--- src/rtl/sleep_wake_pkg.sv ---
// Package: shared types for the sleep wake detector.
// Assumes nothing beyond a standard SystemVerilog compile.
package sleep_wake_pkg;
    typedef enum logic {
        SRC_BUS = 1'b0,
        SRC_PIN = 1'b1
    } wake_src_e;

    localparam logic BUS_RECESSIVE = 1'b1;
endpackage

--- src/rtl/swd_sync2.sv ---
// Two-flop synchroniser for one asynchronous level.
// Assumes the input is a slow level; reset forces both stages to RST_VAL.
module swd_sync2 #(
    parameter logic RST_VAL = 1'b0
) (
    input  logic clk,
    input  logic rst_n,
    input  logic async_i,
    output logic sync_o
);
    logic stage1_q;
    logic stage2_q;

    // Shift the raw level through two register stages.
    always_ff @(posedge clk) begin
        if (!rst_n) begin
            stage1_q <= RST_VAL;
            stage2_q <= RST_VAL;
        end else begin
            stage1_q <= async_i;
            stage2_q <= stage1_q;
        end
    end

    assign sync_o = stage2_q;
endmodule

--- src/rtl/swd_filter.sv ---
// Persistence filter: hit_o is high in the cycle in which cond_i has been
// high for len_i consecutive cycles (including that cycle). The counter
// saturates and returns to zero whenever cond_i drops.
// A len_i of zero behaves as one.
module swd_filter #(
    parameter int CNT_W = 8
) (
    input  logic             clk,
    input  logic             rst_n,
    input  logic             cond_i,
    input  logic [CNT_W-1:0] len_i,
    output logic             hit_o
);
    localparam logic [CNT_W-1:0] CNT_MAX = {CNT_W{1'b1}};

    logic [CNT_W-1:0] cnt_q;
    logic [CNT_W:0]   run_len;

    // Length of the current run, counting this cycle.
    assign run_len = {1'b0, cnt_q} + {{CNT_W{1'b0}}, 1'b1};
    assign hit_o   = cond_i && (run_len >= {1'b0, len_i});

    // Count consecutive qualifying cycles, saturating, clearing on a drop.
    always_ff @(posedge clk) begin
        if (!rst_n) begin
            cnt_q <= '0;
        end else if (!cond_i) begin
            cnt_q <= '0;
        end else if (cnt_q != CNT_MAX) begin
            cnt_q <= cnt_q + 1'b1;
        end
    end

    AST_CNT_RESTART: assert property (@(posedge clk) disable iff (!rst_n)
        !cond_i |=> (cnt_q == '0));

    AST_CNT_SATURATE: assert property (@(posedge clk) disable iff (!rst_n)
        (cond_i && cnt_q == CNT_MAX) |=> (cnt_q == CNT_MAX));
endmodule

--- src/rtl/sleep_wake_detect.sv ---
// Sleep-mode wake event detector (top).
// Latches the pin level at sleep entry as a reference. It then filters a
// departure from that reference and, separately, a dominant bus level.
// It emits one pulse per sleep period. Assumes sleep_i is synchronous to
// clk, and that the raw pin and bus levels are asynchronous.
module sleep_wake_detect
    import sleep_wake_pkg::*;
#(
    parameter int CNT_W = 8
) (
    input  logic             clk,
    input  logic             rst_n,
    input  logic             sleep_i,
    input  logic             wake_pin_i,
    input  logic             bus_rx_i,
    input  logic [CNT_W-1:0] pin_len_i,
    input  logic [CNT_W-1:0] bus_len_i,
    output logic             wake_pulse_o,
    output logic             wake_src_o
);
    logic      pin_s;
    logic      bus_s;
    logic      sleep_q;
    logic      armed_q;
    logic      ref_q;
    logic      pin_cond;
    logic      bus_cond;
    logic      pin_hit;
    logic      bus_hit;
    logic      entry;
    logic      fire;
    logic      pulse_q;
    wake_src_e src_q;

    swd_sync2 #(.RST_VAL(1'b0)) u_pin_sync (
        .clk(clk), .rst_n(rst_n), .async_i(wake_pin_i), .sync_o(pin_s)
    );

    swd_sync2 #(.RST_VAL(BUS_RECESSIVE)) u_bus_sync (
        .clk(clk), .rst_n(rst_n), .async_i(bus_rx_i), .sync_o(bus_s)
    );

    assign entry    = sleep_i && !sleep_q;
    assign pin_cond = armed_q && sleep_i && (pin_s != ref_q);
    assign bus_cond = armed_q && sleep_i && (bus_s != BUS_RECESSIVE);

    swd_filter #(.CNT_W(CNT_W)) u_pin_filt (
        .clk(clk), .rst_n(rst_n), .cond_i(pin_cond), .len_i(pin_len_i), .hit_o(pin_hit)
    );

    swd_filter #(.CNT_W(CNT_W)) u_bus_filt (
        .clk(clk), .rst_n(rst_n), .cond_i(bus_cond), .len_i(bus_len_i), .hit_o(bus_hit)
    );

    assign fire = pin_hit || bus_hit;

    // Track sleep; on entry latch the reference and arm; disarm on wake or exit.
    always_ff @(posedge clk) begin
        if (!rst_n) begin
            sleep_q <= 1'b0;
            armed_q <= 1'b0;
            ref_q   <= 1'b0;
        end else begin
            sleep_q <= sleep_i;
            if (entry) begin
                ref_q   <= pin_s;
                armed_q <= 1'b1;
            end else if (!sleep_i || fire) begin
                armed_q <= 1'b0;
            end
        end
    end

    // Register the wake pulse and its source; the bus takes priority.
    always_ff @(posedge clk) begin
        if (!rst_n) begin
            pulse_q <= 1'b0;
            src_q   <= SRC_BUS;
        end else begin
            pulse_q <= fire;
            if (fire) begin
                src_q <= bus_hit ? SRC_BUS : SRC_PIN;
            end
        end
    end

    assign wake_pulse_o = pulse_q;
    assign wake_src_o   = src_q;

    AST_PULSE_IN_SLEEP: assert property (@(posedge clk) disable iff (!rst_n)
        wake_pulse_o |-> $past(sleep_i));

    AST_SINGLE_PULSE: assert property (@(posedge clk) disable iff (!rst_n)
        wake_pulse_o |=> !wake_pulse_o);

    AST_BUS_PRIORITY: assert property (@(posedge clk) disable iff (!rst_n)
        (bus_hit && pin_hit) |=> (wake_pulse_o && wake_src_o == 1'b0));

    AST_DISARM_AFTER_WAKE: assert property (@(posedge clk) disable iff (!rst_n)
        (wake_pulse_o && !entry) |-> !pin_cond && !bus_cond);
endmodule

--- config.mk ---
export PLATFORM = sky130hd
export DESIGN_NAME = sleep_wake_detect
export DESIGN_NICKNAME = d
export VERILOG_FILES = /design/src/rtl/sleep_wake_pkg.sv /design/src/rtl/swd_sync2.sv /design/src/rtl/swd_filter.sv /design/src/rtl/sleep_wake_detect.sv
export SDC_FILE = /design/constraint.sdc
export NUM_CORES = 1
export LEC_CHECK = 0
export BUFFER_PORTS_ARGS = -buffer_cell sky130_fd_sc_hd__buf_2
export CAP_MARGIN = 20
export CORE_UTILIZATION = 49
export CTS_CLUSTER_SIZE = 16
export DETAILED_ROUTE_END_ITERATION = 6
export PLACE_DENSITY = 0.71
export SLEW_MARGIN = 5
export SYNTH_ARGS = -nofsm -noshare
export SYNTH_HDL_FRONTEND = slang
export SYNTH_SLANG_ARGS = --single-unit
--- constraint.sdc ---
create_clock -name clk -period 3.3 [get_ports clk]
set_clock_uncertainty 0.15 [all_clocks]
set_input_delay 0.66 -clock clk [delete_from_list [all_inputs] [get_ports clk]]
set_output_delay 0.66 -clock clk [all_outputs]
set_load 0.005 [all_outputs]
# Word-level counts from Yosys, hierarchy flattened
# Index checks and enable logic that the tools add are counted.
[word_totals] elab_cells=37 input_bits=21 mem_bits_rw=0 mem_bits_ro=0 latchBits=0 memories=0 ff_bits=25
[op_classes] n_lt_le_gt_ge=2 muxes=3 n_bitwise=1 reduce_logical=13 shifts=0 div_mod_pow=0 eq_ne=3 mul=0 addsub=4
[ops] op="8-bit by 1-bit adder with 9-bit output, second input constant" n=2
[ops] op="9-bit by 8-bit greater-or-equal comparator with 1-bit output" n=2
[ops] op="8-bit by 1-bit adder with 8-bit output, second input constant" n=2
[ops] op="8-bit != test, second input constant" n=2
[ops] op="1-bit logical AND" n=6
[ops] op="2-bit AND reduction" n=2
[ops] op="1-bit two-way mux" n=3
[ops] op="1-bit logical NOT" n=2
[ops] op="1-bit logical OR" n=2
[ops] op="2-bit nonzero test" n=1
[ops] op="1-bit != test" n=1
[ops] op="1-bit inverter" n=1

# Logic depth before layout (Yosys ltp)
# Gate-level depths: netlist (run 1).
[logic_depth] depth_word=7 mapped_depth=10 mapped_depth_nobuf=10

# Cells and area by module
# Synthesis (run 1) repeated with hierarchy kept, for this count alone.
[unflattened] cells_unflattened=177 area_unflattened_um2=1478.9
[by_module_without_submodules] mod="swd_filter" instances=2 cells_per_inst=75 area_per_inst_um2=591.8 seq_area_each_um2=160.2
[by_module_without_submodules] mod="sleep_wake_detect" instances=1 cells_per_inst=19 area_per_inst_um2=190.2 seq_area_each_um2=100.1
[by_module_without_submodules] mod="swd_sync2" instances=2 cells_per_inst=4 area_per_inst_um2=52.6 seq_area_each_um2=40.0

# Worst setup path after synthesis (run 1)
# Ideal clock, no wire load.
[synth_timing] path_type="reg2reg" from="register u_pin_filt.cnt_q[0]" to="register armed_q" n_path_buf=0 t_arrival_ns=1.961 path_slack_ns=1.097 required_ns=3.058 synth_period_minus_slack_ns=2.203 stages_incl_launch_ff=11 path_cell_list="dfxtp_1 -> ha_1 -> nand3_2 -> nor2_1 -> xor2_1 -> ha_1 -> a21oi_1 -> o21ai_0 -> a21oi_1 -> o21ai_2 -> o32ai_1"
[synth_between] elab_chain_cells=6
[synth_lines] element="start, declared" line_no="swd_filter.sv:16" rtl="logic [CNT_W-1:0] cnt_q;"
[synth_lines] element="start signal, assigned" line_no="swd_filter.sv:30" rtl="cnt_q <= cnt_q + 1'b1;"
[synth_lines] element="8-bit by 1-bit adder with 9-bit output" line_no="swd_filter.sv:20" rtl="assign run_len = {1'b0, cnt_q} + {{CNT_W{1'b0}}, 1'b1};"
[synth_lines] element="via u_pin_filt.run_len[6]" line_no="swd_filter.sv:17" rtl="logic [CNT_W:0] run_len;"
[synth_lines] element="9-bit by 8-bit greater-or-equal comparator with 1-bit output" line_no="swd_filter.sv:21" rtl="assign hit_o = cond_i && (run_len >= {1'b0, len_i});"
[synth_lines] element="1-bit logical AND" line_no="swd_filter.sv:21"
[synth_lines] element="1-bit logical OR" line_no="sleep_wake_detect.sv:55" rtl="assign fire = pin_hit || bus_hit;"
[synth_lines] element="1-bit logical OR" line_no="sleep_wake_detect.sv:68" rtl="end else if (!sleep_i || fire) begin"
[synth_lines] element="2-bit nonzero test (no line)"
[synth_lines] element="end signal, assigned" line_no="sleep_wake_detect.sv:61" rtl="armed_q <= 1'b0;"
[synth_lines] element="end signal, assigned" line_no="sleep_wake_detect.sv:67" rtl="armed_q <= 1'b1;"
[synth_lines] element="end signal, assigned" line_no="sleep_wake_detect.sv:69" rtl="armed_q <= 1'b0;"
[synth_lines] element="end, declared" line_no="sleep_wake_detect.sv:24" rtl="logic armed_q;"
# The timed path passes the listed nets, and every way through them passes these cells.
# A chain may end at the register's enable or synchronous reset.

# Worst setup path after layout (run 1)
# Ends and elaborated chain as after synthesis.

==> impl_metrics.json, run 1 <==
{
  "worstPathRequired_ns": 3.38,
  "dieHeight_um": 56.4,
  "antennaDiodeCount": 0,
  "synth_xor_area_share_pct": 9.56,
  "insertion_delay_ns": 0.31,
  "path_cells": "ha_1, nand3_2, nor2_1, xor2_1, ha_1, a21oi_1, o21ai_0, a21oi_1, o21ai_2, o32ai_1",
  "drc": 0,
  "ant_nets": 0,
  "dpl.hpwl_um": 2000,
  "die_area_sq_um": 3190,
  "tritoncts": "built",
  "core-area_sq_um": 2780,
  "setup_viol": 0,
  "cp_slowest_cell": "dfxtp_1",
  "viasPerCell": 4.97,
  "synth_top_family_by_area": "simple AND/OR/NAND/NOR gates",
  "synthAdderAreaFrac_pct": 15.5,
  "synth_top_area_share_pct": 34.5,
  "max-cap-violations": 0,
  "yosysWarnings": 0,
  "status": "finished, final reports clean",
  "drt_pass1_iterations": 3,
  "layout_commonest_cell": "dfxtp_1",
  "final_nets": 230,
  "yosysSeqAreaShare_pct": 34.5,
  "grt_max_degree": 14,
  "cts_setup_buffers": 0,
  "p_leak_nw": 0.880,
  "ys_types": 27,
  "area_growth_pct": 11.3,
  "peakVddDrop_uv": 215,
  "yosys.area_share.simple_pct": 21.4,
  "cts_hold_buf": 0,
  "grt_pass1_vias": 1082,
  "synth_area_leaders": "dfxtp_1 (34%), ha_1 (16%), nor2_1 (5.4%), nand2_1 (4.9%), xnor2_1 (4.2%)",
  "criticalPathCategory": "flop to flop",
  "synthMuxAreaShare_pct": 2.07,
  "grt_overflow_total": 0,
  "rsz0062_at_grt": "no",
  "cts_max_path_buffers": 2,
  "num_vias": 1099,
  "syn_nets": 204,
  "rows": 19,
  "die_x_um": 56.4,
  "post-place-cells": 217,
  "grt_pass1_wl_um": 4370,
  "worst_path_largest_cell_delay_ns": 0.44,
  "synth_area_sq_um": 1450,
  "drtIter0Drc": 13,
  "powerDensity_nw_per_um2": 296,
  "worstHoldPathType": "flop to flop",
  "mostFrequentLayoutCells": "dfxtp_1 (25), buf_2 (22), nor2_1 (21)",
  "hold_viol": 0,
  "fmax_ghz": 0.402,
  "ys_ff_latch": 25,
  "cts_root_buffer": "clkbuf_4",
  "io_buffers": 22,
  "worstPathArrival_ns": 2.56,
  "slew_headroom_pct": 70.2,
  "synth_compound_area_share_pct": 12.4,
  "avgSynthCellArea_sq_um": 8.80,
  "crit_path_start_kind": "flop",
  "numCtsBuffers": 3,
  "antenna_found_initial": 0,
  "final.setup.tns_ns": 0,
  "grtUsageTotal_pct": 16.9,
  "gp_congestion": 0.852,
  "slew_viol_final": 0,
  "cts_sinks": 25,
  "num_io_pins": 23,
  "crit_fanout": 5,
  "finalCritPeriodShare_pct": 75.4,
  "postCtsResizedCells": 0,
  "fin_util_pct": 58.1,
  "htreeDepth": 1,
  "instances_no_fill": 221,
  "wl_um": 2480,
  "wl_per_cell_um": 11.2,
  "netlist_instances": 165,
  "worst_slew_pin_slew_ns": 0.446,
  "cts.clk_slew.worst_paths_ns": 0.13,
  "initial_core_util_pct": 52.2,
  "min_period_ns": 2.49,
  "yosys.area.top_type": "dfxtp_1",
  "worstSetupEndpointType": "flop",
  "drive_gt1_share_pct": 18.9
}
sequential cells by signal (all words and copies together) (netlist names):
signal,cells
u_bus_sync.sync_o,1
u_bus_filt.cnt_q,8
wake_src_o,1
sleep_q,1
ref_q,1
u_pin_sync.sync_o,1
u_pin_filt.cnt_q,8
u_pin_sync.stage1_q,1
u_bus_sync.stage1_q,1
armed_q,1
wake_pulse_o,1
final cells by class:
type | count | area (sq um)
inverters | 15 | 56.3
well taps | 31 | 38.8
clock buffers | 4 | 26.3
multi-input cells | 124 | 885
repair buffers | 22 | 110
flip-flops and latches | 25 | 500
fillers | 253 | 1160
worst paths after layout:
| kind | depth (start not counted) | slack, ns | end | start |
|---|---|---|---|---|
| setup / recovery | 10 | 0.81 | armed_q$_SDFFE_PN0P_ | u_pin_filt.cnt_q[0]$_SDFFE_PN0N_ |
| setup reg to reg | 10 | 0.81 | armed_q$_SDFFE_PN0P_ | u_pin_filt.cnt_q[0]$_SDFFE_PN0N_ |
| hold reg to reg | 1 | 0.27 | u_bus_sync.sync_o$_SDFF_PN1_ | u_bus_sync.stage1_q$_SDFF_PN1_ |
| hold / removal | 1 | 0.27 | u_bus_sync.sync_o$_SDFF_PN1_ | u_bus_sync.stage1_q$_SDFF_PN1_ |
cells in the mapped netlist, drive strengths merged:
master,instances
o21a,2
nand3,6
xnor2,7
nand2,19
nand2b,2
nor2b,4
dfxtp,25
or2,1
and2,2
ha,18
o21ai,8
nor3,2
xor2,8
o32ai,1
o211a,3
nor2,24
and3,2
buf,1
mux2i,3
o21ba,3
a21oi,9
inv,15
routing by layer:
metal  track usage, %  up-vias  share of wire, %
li1                 -      593                 -
met1             21.6      491                50
met2             29.1       13                47
met3             2.30        2               2.3
met4             5.92        0              0.76
met5                0        -                 0
per-stage QoR:
step,power (mW),hold WS [ns],area [sq um],setup WS [ns]
6_report,0.478,0.275,1620,0.812
5_1_grt,0.500,0.305,1620,0.561
4_1_cts,0.483,0.279,1620,0.816
3_5_place_dp,0.350,0.248,1590,0.846
3_3_place_gp,0.349,0.244,1590,0.960
2_1_floorplan,0.335,0.236,1450,1.10
cells by family after synthesis:
family	Yosys count
xor gates and xnor gates	15
AOI/OAI and AO/OA	26
DFF	25
buffers and inverters	16
and+or+nand+nor	62
adders and majority gates	18
muxes	3
where the power goes:
part | switching [mW] | internal, mW
registers | 0.00197 | 0.306
clock network | 0.0877 | 0.0471
logic | 0.0171 | 0.0183
total | 0.107 | 0.372
worst max-delay path, delay by kind of cell (launching register included):
kind,cells,cell delay (ns)
AO/OA/AOI/OAI,5,0.78
adder cells (fa/ha/maj),2,0.51
XOR/XNOR,1,0.22
AND/OR/NAND/NOR,2,0.31
flip-flops,1,0.44
Note: power is estimated with default switching activity, not from simulation.
==> run 2: changes to the inputs <==
- clock period: 3.3 -> 2.3 ns (I/O delays scaled with it)
==> impl_metrics.json, run 2 (synthesis results as in run 1) <==
{
  "p_total_uw": 688,
  "finalCritPeriodShare_pct": 97.5,
  "drt_pass1_iterations": 4,
  "wl_um": 2680,
  "cts_hold_buf": 0,
  "slew_headroom_pct": 70.1,
  "worst_slew_pin_slew_ns": 0.446,
  "drt-met1-wl_um": 1250,
  "criticalPathCategory": "flop to flop",
  "n_fill_cell": 253,
  "htreeDepth": 1,
  "p_leak_nw": 0.965,
  "io_buffers": 22,
  "mostFrequentLayoutCells": "buf_2 (22), dfxtp_1 (21), nor2_1 (20)",
  "rows": 19,
  "wl_per_cell_um": 11.6,
  "swShare_pct": 22.3,
  "slew_viol_final": 0,
  "wl_met3_um": 70,
  "drive_gt1_share_pct": 32.5,
  "drc": 0,
  "largest_registers": "u_bus_filt.cnt_q: 8 flops, u_pin_filt.cnt_q: 8 flops",
  "num_vias": 1156,
  "die_area_sq_um": 3190,
  "cts_max_path_buffers": 2,
  "internal-power_uw": 534,
  "cp_slowest_cell": "dfxtp_2",
  "viasPerCell": 5.00,
  "post-place-cells": 225,
  "grtUsageTotal_pct": 19.6,
  "ant_nets": 0,
  "crit_fanout": 2,
  "num_io_pins": 23,
  "drtIter0Drc": 17,
  "instances_no_fill": 231,
  "hold_viol": 0,
  "fmax_ghz": 0.446,
  "tritoncts": "built",
  "p_comb_share_pct": 7.8,
  "die_x_um": 56.4,
  "antennaDiodeCount": 0,
  "antenna_found_initial": 0,
  "final_nets": 240,
  "area_growth_pct": 22.0,
  "cts.clk_slew.worst_paths_ns": 0.14,
  "grt_pass1_wl_um": 4970,
  "dpl.hpwl_um": 2150,
  "power.switching_uw": 154,
  "worstSetupEndpointType": "flop",
  "setup_viol": 0,
  "initial_core_util_pct": 52.2,
  "top_layer": "met4",
  "crit_path_start_kind": "flop",
  "min_period_ns": 2.24,
  "seq_power_share_pct": 64.2,
  "peakVddDrop_uv": 388,
  "max-cap-violations": 0,
  "insertion_delay_ns": 0.31,
  "layout_commonest_cell": "buf_2",
  "worst_path_largest_cell_delay_ns": 0.38,
  "grt_pass1_vias": 1179,
  "worstPathRequired_ns": 2.37,
  "worstHoldPathType": "input pin to flop",
  "cts_sinks": 25,
  "dieHeight_um": 56.4,
  "core-area_sq_um": 2780,
  "grt_max_degree": 14,
  "final.setup.tns_ns": 0,
  "gp_congestion": 0.847,
  "grt_overflow_total": 0,
  "cts_root_buffer": "clkbuf_4",
  "worstPathArrival_ns": 2.32,
  "pwr-share-clk_pct": 28.0,
  "path_cells": "ha_4, nand2_2, or2_1, xnor2_2, ha_1, a21oi_2, o21ai_1, a21oi_2, o21ai_2, o32ai_2",
  "status": "finished, final reports clean",
  "rsz0062_at_grt": "yes",
  "wl_met2_um": 1340,
  "powerDensity_nw_per_um2": 388,
  "numCtsBuffers": 3,
  "crit_path_frequent_cell": "a21oi_2"
}
-- run 2: changes by cell type in the layout (fill, tap and decap cells not counted), sizes merged --
cell and delta:
buf +10
-- run 2: area by class of cell --
type | instances | area (sq um) | area share, %
Clock buffer | 4 | 26.3 | 1.48
Tap cell | 31 | 38.8 | 2.19
Sequential cell | 25 | 505 | 28.5
Timing Repair Buffer | 32 | 185 | 10.4
Multi-Input combinational cell | 124 | 961 | 54.2
Inverter | 15 | 56.3 | 3.18
-- run 2: worst max-delay path: cells and delay by family (launching register included) --
kind,cells,cell delay (ns)
and+or+nand+nor,2,0.31
adders and majority gates,2,0.47
DFF,1,0.38
xor gates and xnor gates,1,0.16
AOI/OAI and AO/OA,5,0.69
-- run 2: routing by layer --
layer / vias to the layer above / track usage [%]
met1: 524 / 24.9
met4: 0 / 7.67
li1: 612 / -
met5: - / 0
met3: 2 / 2.53
met2: 18 / 33.4
-- run 2: through the flow --
stage                     worst slack, ns  area [sq um]  hold slack, ns  util [%]
after floorplan                    0.0971          1450           0.236         -
after global placement             0.0616          1650           0.243      59.3
after detailed placement          -0.0904          1650           0.243      59.3
after CTS                         0.00694          1700           0.165      61.1
after global routing              -0.0644          1770           0.159      63.7
final                              0.0583          1770           0.178      63.7
-- run 2: power groups by stage --
stage	logic [mW]	registers (mW)	clock network (mW)
2_1_floorplan	0.0299	0.451	0
3_3_place_gp	0.0493	0.451	0
3_5_place_dp	0.0519	0.451	0
4_1_cts	0.0525	0.442	0.198
5_1_grt	0.0622	0.443	0.220
6_report	0.0540	0.442	0.192
-- run 2: worst paths after layout --
check                                                      start                              to  slack [ns]  depth (start not counted)
worst max-delay path            u_bus_filt.cnt_q[1]$_SDFFE_PN0N_            armed_q$_SDFFE_PN0P_        0.06                         10
worst min-delay path                                    bus_rx_i  u_bus_sync.stage1_q$_SDFF_PN1_        0.18                          2
worst max register to register  u_bus_filt.cnt_q[1]$_SDFFE_PN0N_            armed_q$_SDFFE_PN0P_        0.06                         10
worst min register to register    u_bus_sync.stage1_q$_SDFF_PN1_    u_bus_sync.sync_o$_SDFF_PN1_        0.27                          1
-- run 2: timing repair --
action	CTS	global route
resized for setup	6	16
pin swaps	3	9
buffers inserted	1	1
setup endpoints to repair	3	3
==> run 3: changes to the inputs <==
- PLACE_DENSITY: 0.71 -> 0.68
- clock period: 2.3 -> 2.75 ns (I/O delays scaled with it)
==> impl_metrics.json, run 3 (synthesis results as in run 1) <==
{
  "fin_util_pct": 58.1,
  "dpl.hpwl_um": 2070,
  "drt_pass1_iterations": 4,
  "initial_core_util_pct": 52.2,
  "dieHeight_um": 56.4,
  "postCtsResizedCells": 0,
  "swShare_pct": 22.7,
  "internal-power_uw": 446,
  "num_vias": 1144,
  "cts_hold_buf": 0,
  "powerDensity_nw_per_um2": 357,
  "worstSetupEndpointType": "flop",
  "reg2reg_from": "u_bus_filt.cnt_q[0]$_SDFFE_PN0N_",
  "worstHoldPathType": "input pin to flop",
  "drc": 0,
  "mostFrequentLayoutCells": "dfxtp_1 (25), buf_2 (22), nor2_1 (21)",
  "status": "finished, final reports clean",
  "cts_setup_buffers": 0,
  "htreeDepth": 1,
  "worstPathArrival_ns": 2.53,
  "area_growth_pct": 11.3,
  "final.setup.tns_ns": 0,
  "fmax_ghz": 0.411,
  "numCtsBuffers": 3,
  "io_buffers": 22,
  "num_io_pins": 23,
  "die_x_um": 56.4,
  "ant_nets": 0,
  "grt_pass1_vias": 1127,
  "seq_power_share_pct": 64.1,
  "drive_gt1_share_pct": 18.9,
  "r2r_slack_ns": 0.31,
  "cts.clk_slew.worst_paths_ns": 0.14,
  "power.switching_uw": 131,
  "n_fill_cell": 267,
  "cts_sinks": 25,
  "antennaDiodeCount": 0,
  "largest_registers": "u_bus_filt.cnt_q: 8 flops, u_pin_filt.cnt_q: 8 flops",
  "antenna_found_initial": 0,
  "die_area_sq_um": 3190,
  "hold_depth": 2,
  "r2r_cells": 10,
  "peakVddDrop_uv": 319,
  "rows": 19,
  "reg2reg_to": "armed_q$_SDFFE_PN0P_",
  "final_nets": 230,
  "slew_headroom_pct": 70.7,
  "cts_root_buffer": "clkbuf_4",
  "rsz0062_at_grt": "no",
  "min-delay-start": "bus_rx_i",
  "layout_commonest_cell": "dfxtp_1",
  "min_period_ns": 2.44,
  "p_leak_nw": 0.880,
  "wl_per_cell_um": 11.6,
  "crit_fanout": 5,
  "gp_congestion": 0.771,
  "max-cap-violations": 0,
  "core-area_sq_um": 2780,
  "worst_slew_pin_slew_ns": 0.438,
  "finalCritPeriodShare_pct": 88.6,
  "grt_pass1_wl_um": 4640,
  "crit_path_start_kind": "flop",
  "cts_max_path_buffers": 2,
  "pwr-share-clk_pct": 28.6,
  "grtUsageTotal_pct": 18.1,
  "p_comb_share_pct": 7.3,
  "worstPathRequired_ns": 2.85,
  "whs_endpoint": "u_bus_sync.stage1_q$_SDFF_PN1_",
  "slew_viol_final": 0,
  "hold_viol": 0,
  "whs_ns": 0.262,
  "drtIter0Drc": 11,
  "setup_viol": 0,
  "criticalPathCategory": "flop to flop",
  "grt_overflow_total": 0,
  "grt_max_degree": 14,
  "viasPerCell": 5.18,
  "wl_um": 2570,
  "insertion_delay_ns": 0.32,
  "tritoncts": "built"
}
-- run 3: worst max-delay path by stage --
stage / from / endpoint / slack, ns / cells past startpoint
floorplan: u_pin_filt.cnt_q[0]$_SDFFE_PN0N_ / armed_q$_SDFFE_PN0P_ / 0.55 / 10
global placement: u_pin_filt.cnt_q[0]$_SDFFE_PN0N_ / armed_q$_SDFFE_PN0P_ / 0.39 / 10
detailed placement: u_pin_filt.cnt_q[0]$_SDFFE_PN0N_ / armed_q$_SDFFE_PN0P_ / 0.30 / 10
CTS: u_bus_filt.cnt_q[0]$_SDFFE_PN0N_ / armed_q$_SDFFE_PN0P_ / 0.29 / 10
global route: u_bus_filt.cnt_q[0]$_SDFFE_PN0N_ / armed_q$_SDFFE_PN0P_ / 0.03 / 10
finish: u_bus_filt.cnt_q[0]$_SDFFE_PN0N_ / armed_q$_SDFFE_PN0P_ / 0.31 / 10
-- run 3: critical path, cell delays in order (launching register included) --
cell,delay [ns]
dfxtp_1,0.43
ha_1,0.23
nand2_1,0.11
or2_1,0.24
xnor2_1,0.19
ha_1,0.28
a21oi_1,0.13
o21ai_0,0.10
a21oi_1,0.17
o21ai_1,0.12
o32ai_1,0.21
-- run 3: metrics by stage --
step           setup WS [ns]  area (sq um)  std cells  power (mW)
2_1_floorplan          0.547          1450        165       0.402
5_1_grt               0.0252          1620        221       0.608
6_report               0.314          1620        221       0.577
3_3_place_gp           0.388          1590        217       0.419
4_1_cts                0.289          1620        221       0.584
3_5_place_dp           0.304          1590        217       0.421
-- run 3: layout make-up --
cell class / instances / area, sq um / share of cell area [%]
clock buffer: 4 / 26.3 / 1.63
inverter: 15 / 56.3 / 3.48
multi-input combinational: 124 / 885 / 54.7
sequential: 25 / 500 / 31.0
tap: 31 / 38.8 / 2.40
timing repair buffer: 22 / 110 / 6.81
-- run 3: power groups by stage --
stage / clock [mW] / combinational (mW) / sequential [mW]
2_1_floorplan: 0 / 0.0250 / 0.377
3_3_place_gp: 0 / 0.0409 / 0.378
3_5_place_dp: 0 / 0.0428 / 0.378
4_1_cts: 0.171 / 0.0430 / 0.370
5_1_grt: 0.188 / 0.0497 / 0.371
6_report: 0.165 / 0.0422 / 0.370
-- run 3: per-layer routing --
| metal | GRT usage [%] | wire length (um) | part of all wire [%] | vias to the layer above |
|---|---|---|---|---|
| met4 | 4.53 | 11 | 0.43 | 0 |
| met5 | 0 | 0 | 0 | - |
| met3 | 6.22 | 102 | 4.0 | 2 |
| met2 | 26.9 | 1130 | 44 | 19 |
| li1 | - | - | - | 595 |
| met1 | 25.2 | 1330 | 52 | 528 |
